## config.mk

```make
export PLATFORM = sky130hd
export DESIGN_NAME = pss_ctrl
export DESIGN_NICKNAME = d
export VERILOG_FILES = /design/src/rtl/pss_pkg.sv /design/src/rtl/pss_rst_sync.sv /design/src/rtl/pss_cmd_filter.sv /design/src/rtl/pss_fsm.sv /design/src/rtl/pss_rdmode.sv /design/src/rtl/pss_ctrl.sv
export SDC_FILE = /design/constraint.sdc
export NUM_CORES = 1
export LEC_CHECK = 0
export BUFFER_PORTS_ARGS = -buffer_cell sky130_fd_sc_hd__buf_2
export CORE_MARGIN = 10
export CORE_UTILIZATION = 40
export DETAILED_ROUTE_END_ITERATION = 8
export GPL_ROUTABILITY_DRIVEN = 0
export PLACE_DENSITY = 0.7
export SLEW_MARGIN = 20
export SYNTH_ARGS = -nofsm -noshare
export SYNTH_HDL_FRONTEND = slang
export SYNTH_HIERARCHICAL = 1
export SYNTH_SLANG_ARGS = --single-unit
```

## constraint.sdc

```tcl
create_clock -name clk -period 1.85 [get_ports clk]
set_input_delay 0.37 -clock clk [delete_from_list [all_inputs] [get_ports clk]]
set_output_delay 0.37 -clock clk [all_outputs]
set_load 0.01 [all_outputs]
```

## src/rtl/pss_pkg.sv

```systemverilog
package pss_pkg;
  localparam int OP_W = 3;
  localparam int RM_W = 2;

  typedef enum logic [OP_W-1:0] {
    OP_RD_ARRAY  = 3'd0,
    OP_RD_STATUS = 3'd1,
    OP_RD_ID     = 3'd2,
    OP_RD_QUERY  = 3'd3,
    OP_PROGRAM   = 3'd4,
    OP_SUSPEND   = 3'd5,
    OP_RESUME    = 3'd6,
    OP_OTHER     = 3'd7
  } op_e;

  typedef enum logic [2:0] {
    ST_IDLE     = 3'd0,
    ST_ERS_HOLD = 3'd1,
    ST_PROG     = 3'd2,
    ST_SREQ     = 3'd3,
    ST_PSUSP    = 3'd4
  } st_e;

  typedef enum logic [RM_W-1:0] {
    RM_ARRAY  = 2'd0,
    RM_STATUS = 2'd1,
    RM_ID     = 2'd2,
    RM_QUERY  = 2'd3
  } rmode_e;

  typedef struct packed {
    logic   prog;
    logic   susp;
    logic   resume;
    logic   rd;
    rmode_e rd_sel;
  } go_t;
endpackage

```

## src/rtl/pss_rst_sync.sv

```systemverilog
module pss_rst_sync #(
  parameter int STAGES = 2
) (
  input  logic clk,
  input  logic rst_n,
  output logic rst_n_sync
);
  logic [STAGES-1:0] sh_q;

  always_ff @(posedge clk or negedge rst_n) begin
    if (!rst_n) sh_q <= '0;
    else        sh_q <= {sh_q[STAGES-2:0], 1'b1};
  end

  assign rst_n_sync = sh_q[STAGES-1];
endmodule

```

## src/rtl/pss_cmd_filter.sv

```systemverilog
module pss_cmd_filter
  import pss_pkg::*;
(
  input  logic            ce_n,
  input  logic            cmd_valid,
  input  logic [OP_W-1:0] cmd_op,
  input  st_e             state,
  output go_t             go
);
  logic sel;
  logic ready;
  logic startable;
  op_e  op;

  always_comb begin
    op        = op_e'(cmd_op);
    sel       = cmd_valid && !ce_n;
    startable = (state == ST_IDLE) || (state == ST_ERS_HOLD);
    ready     = startable || (state == ST_PSUSP);
    go        = '0;
    go.prog   = sel && startable && (op == OP_PROGRAM);
    go.susp   = sel && (state == ST_PROG) && (op == OP_SUSPEND);
    go.resume = sel && (state == ST_PSUSP) && (op == OP_RESUME);
    go.rd     = sel && ready && !cmd_op[OP_W-1];
    go.rd_sel = rmode_e'(cmd_op[RM_W-1:0]);
  end
endmodule

```

## src/rtl/pss_fsm.sv

```systemverilog
module pss_fsm
  import pss_pkg::*;
(
  input  logic clk,
  input  logic rst_n,
  input  go_t  go,
  input  logic erase_susp,
  input  logic eng_safe,
  input  logic eng_done,
  output st_e  state,
  output logic start_pulse
);
  st_e  st_q, st_d;
  logic nest_q, nest_d;
  logic start_d;
  st_e  base;

  always_comb begin
    base    = nest_q ? ST_ERS_HOLD : ST_IDLE;
    st_d    = st_q;
    nest_d  = nest_q;
    start_d = 1'b0;
    unique case (st_q)
      ST_IDLE: begin
        if (go.prog) begin
          st_d    = ST_PROG;
          nest_d  = 1'b0;
          start_d = 1'b1;
        end else if (erase_susp) begin
          st_d = ST_ERS_HOLD;
        end
      end
      ST_ERS_HOLD: begin
        if (go.prog) begin
          st_d    = ST_PROG;
          nest_d  = 1'b1;
          start_d = 1'b1;
        end else if (!erase_susp) begin
          st_d = ST_IDLE;
        end
      end
      ST_PROG: begin
        if (eng_done)     st_d = base;
        else if (go.susp) st_d = ST_SREQ;
      end
      ST_SREQ: begin
        if (eng_done)      st_d = base;
        else if (eng_safe) st_d = ST_PSUSP;
      end
      ST_PSUSP: begin
        if (go.resume) st_d = ST_PROG;
      end
      default: st_d = ST_IDLE;
    endcase
  end

  always_ff @(posedge clk or negedge rst_n) begin
    if (!rst_n) begin
      st_q    <= ST_IDLE;
      nest_q  <= 1'b0;
      start_pulse <= 1'b0;
    end else begin
      st_q        <= st_d;
      nest_q      <= nest_d;
      start_pulse <= start_d;
    end
  end

  assign state = st_q;
endmodule

```

## src/rtl/pss_rdmode.sv

```systemverilog
module pss_rdmode
  import pss_pkg::*;
(
  input  logic   clk,
  input  logic   rst_n,
  input  go_t    go,
  output rmode_e rd_mode
);
  rmode_e rm_q, rm_d;
  logic   rm_en;

  always_comb begin
    rm_en = go.prog || go.susp || go.resume || go.rd;
    rm_d  = (go.prog || go.susp || go.resume) ? RM_STATUS : go.rd_sel;
  end

  always_ff @(posedge clk or negedge rst_n) begin
    if (!rst_n)     rm_q <= RM_ARRAY;
    else if (rm_en) rm_q <= rm_d;
  end

  assign rd_mode = rm_q;
endmodule

```

## src/rtl/pss_ctrl.sv

```systemverilog
module pss_ctrl
  import pss_pkg::*;
#(
  parameter int SYNC_STAGES = 2
) (
  input  logic            clk,
  input  logic            rst_n,
  input  logic            ce_n,
  input  logic            cmd_valid,
  input  logic [OP_W-1:0] cmd_op,
  input  logic            erase_susp,
  input  logic            eng_safe,
  input  logic            eng_done,
  output logic            eng_start,
  output logic            eng_susp_req,
  output logic            eng_freeze,
  output logic            sr7,
  output logic            sr2,
  output logic [RM_W-1:0] rd_mode,
  output logic            standby,
  output logic            ers_parked
);
  logic   rst_int_n;
  go_t    go;
  st_e    state;
  rmode_e rm;

  pss_rst_sync #(.STAGES(SYNC_STAGES)) u_rst (
    .clk(clk), .rst_n(rst_n), .rst_n_sync(rst_int_n)
  );

  pss_cmd_filter u_filt (
    .ce_n(ce_n), .cmd_valid(cmd_valid), .cmd_op(cmd_op),
    .state(state), .go(go)
  );

  pss_fsm u_fsm (
    .clk(clk), .rst_n(rst_int_n), .go(go), .erase_susp(erase_susp),
    .eng_safe(eng_safe), .eng_done(eng_done),
    .state(state), .start_pulse(eng_start)
  );

  pss_rdmode u_rm (
    .clk(clk), .rst_n(rst_int_n), .go(go), .rd_mode(rm)
  );

  always_comb begin
    sr7          = (state == ST_IDLE) || (state == ST_ERS_HOLD) || (state == ST_PSUSP);
    sr2          = (state == ST_PSUSP);
    eng_freeze   = (state == ST_PSUSP);
    eng_susp_req = (state == ST_SREQ);
    ers_parked   = (state == ST_ERS_HOLD);
    standby      = ce_n && sr7;
    rd_mode      = rm;
  end
endmodule

```

==> results.md <==
* Status: finished clean
* Number of flops mapped to enable cells by yosys at 0
* Predominant post-synthesis flop cell: dfrtp_1
* Total GRT Usage at 8.311%
* DR iter-0 viols at 7
* Final setup violation count at 0
* Most frequent cell after synthesis: dfrtp_1
* Setup WS post-layout at 0.08465 ns
* Syn Inst Count at 55
* # diodes at 0
* DRT Wirelength at 1283 microns
* DRC at 0
* Layout cells sized above 1 at 43.21%
* Asr flop ratio synth at 100.0%
* Met3 Usage GRT at 5.973%
* Total power at 619.2 uW
* Placed wire-length estimate at 1028 microns
* Unique masters post-synth at 31
* Critical path startpoint category: flop
* Die width at 57.56 microns
* Yosys warns at 6
* CP Capture Type: flop
* Net Count, Synth at 65
* Setup_tns at 0 ns
* CP required at 1.99 ns
* Final Slew Violations at 0
* Sequential area share after synthesis at 39.91%
* Number of port buffers at 18
* Die area at 0.003313 sq mm
* Pin count of the biggest net entering global routing at 18
* Min Clock Period, post-route at 1.765 ns
* Maximum vdd ir drop at 0.6775 mV
* Num rows at 13
* Clk_skew at 0.001188 ns
* Period Utilization, post-route at 95.42%
* Busiest grt layer: met2
* First-pass DRT Iterations at 3
* RSZ-0062 raised after global routing: no
* CP Class: reg -> reg
* Clock tree buffer depth at 2
* Design Area, Final at 744.5 sq um
* DRT antenna net count at 0
* Max Cap Viol at 0
* Worst-path clk slew at 0.06 ns
* CTS tree: done
* Critical-path maximum fanout at 4
* Grt ovf at 0
* Placement Setup Slack at -0.1395 ns
* Cell Area, Synth at 564.3 sq um
* DP Area at 700.7 sq um
* Met1 usage at 9.912%
* # fillers at 119
* Post-layout net count at 92
* CP arrival at 1.90 ns
* H-tree depth at 1
* Initial antenna violation count at 0
* Vias in the first global route at 526
* I/O pin count at 19
* Initial core utilization at 42.83%
* Power Density at 831.7 mW/mm^2
* LEAKAGE at 0.3291 nW
* Top cell type by total area after synthesis: dfrtp_1
* Clk_lat worst skew at 0.25 ns
* Total number of vias at 505
* Share of the synthesized area in the top cell type at 39.91%
* Yosys reg bits at 9
* Synth top area cells: dfrtp_1, mux2i_1, buf_4
* Mean post-synth cell area at 10.26 sq um
* Grt met2 use at 12.12%
* Fmax at 0.5665 GHz
* Footprint of the multi-input gates at 312.8 sq um
* Clk sinks at 9
* Vias per std cell at 5.260
* Area growth syn-to-layout at 31.93%
* Avg WL per Cell at 13.36 microns
* Endpoints failing hold at 0
* Core Util, Final at 56.51%
* FF+latch area at 226.5 sq um
* Root buffer cell: clkbuf_4
* First-pass GRT wire length at 2270 microns
* Die Ht at 57.56 microns
* CTS Buf Count at 3
* CORE AREA at 0.001318 sq mm
* Worst hold path type: reg -> async
[flip-flops by register name (all words and copies together), names as in the netlist]
name / flops
u_rm/rd_mode: 2
u_fsm/nest_q: 1
u_rst/sh_q: 2
u_fsm/state: 3
u_fsm/start_pulse: 1
[per-layer routing]
layer / vias to the layer above / part of all wire (%)
li1: 255 / -
met1: 232 / 45
met2: 18 / 42
met3: 0 / 12
met4: 0 / 0
met5: - / 0
[cell families after synthesis]
family | count (synthesis) | share of synthesized area [%]
multiplexers | 4 | 7.317
flip-flops | 9 | 39.91
other | 1 | 0.6646
buffers and inverters | 6 | 7.317
AND/OR/NAND/NOR | 26 | 32.59
AO/OA/AOI/OAI | 9 | 12.20
[cell type report]
class                   count  share of cell area [%]
clock buffers               4                   3.529
inverters                   2                   1.008
multi-input cells          40                   42.02
flip-flops and latches      9                   30.42
well taps                  15                   2.521
repair buffers             26                   20.50
[final timing paths]
check / startpoint / to / slack [ns] / depth (start not counted)
min in group clk: u_rst/sh_q[0]$_DFF_PN0_ / u_rst/sh_q[1]$_DFF_PN0_ / 0.35 / 0
max reg2reg: u_fsm/state[1]$_DFFE_PN0P_ / u_fsm/nest_q$_DFFE_PN0P_ / 0.08 / 4
max: u_fsm/state[1]$_DFFE_PN0P_ / u_fsm/nest_q$_DFFE_PN0P_ / 0.08 / 4
min reg2reg: u_rst/sh_q[1]$_DFF_PN0_ / u_rm/rd_mode[0]$_DFFE_PN0P_ / 0.10 / 0
max in group asynchronous: rst_n / u_rst/sh_q[0]$_DFF_PN0_ / 1.34 / 2
min: u_rst/sh_q[1]$_DFF_PN0_ / u_rm/rd_mode[0]$_DFFE_PN0P_ / 0.10 / 0
[metrics by stage]
stage / cells / hold slack, ns
4_1_cts: 96 / 0.1135
3_3_place_gp: 91 / 0.1036
6_report: 96 / 0.1039
2_1_floorplan: 55 / 0.07441
5_1_grt: 96 / 0.1330
3_5_place_dp: 91 / 0.1105
[power by group]
part / leakage [nW] / internal (mW) / switching [mW]
Clock: 0.0150 / 0.0827 / 0.0615
Sequential: 0.111 / 0.233 / 0.0223
Combinational: 0.203 / 0.102 / 0.117
[cells in the final DEF (no fill, tap or decap)]
| cell | count |
|---|---|
| clkbuf_4 | 3 |
| o32ai_1 | 1 |
| nor2_1 | 2 |
| and2_1 | 1 |
| nor4_1 | 3 |
| a21oi_2 | 1 |
| and3b_2 | 1 |
| dfrtp_1 | 8 |
| a31oi_1 | 1 |
| nand2b_1 | 3 |
| a211oi_1 | 1 |
| buf_4 | 7 |
| nor2b_1 | 2 |
| nand3_1 | 1 |
| nand2_1 | 3 |
| a32oi_1 | 2 |
| nor3b_1 | 2 |
| nor3_2 | 1 |
| inv_1 | 2 |
| dfrtp_2 | 1 |
| or2b_1 | 1 |
| nor3b_4 | 1 |
| a311o_1 | 1 |
| mux2_2 | 1 |
| clkbuf_1 | 1 |
| mux2i_1 | 3 |
| nand4b_1 | 2 |
| dlygate4sd3_1 | 1 |
| o21ai_0 | 1 |
| o21ai_1 | 1 |
| or4b_1 | 1 |
| or3b_1 | 1 |
| nor4_4 | 1 |
| conb_1 | 1 |
| buf_2 | 18 |
[worst max-delay path, cell delays in order (launching register included)]
cell,delay [ns]
dfrtp_1,0.38
or3b_1,0.41
nor4_4,0.25
nor3b_4,0.27
mux2_2,0.35
[timing repair]
item	CTS	global route
setup buffers	0	0
setup endpoints to repair	1	2
gates resized for setup	1	1
hold buffers	1	0
gates cloned	0	0
hold endpoints to repair	2	0
pin swaps	1	0
Note: power is estimated with default switching activity, not from simulation.
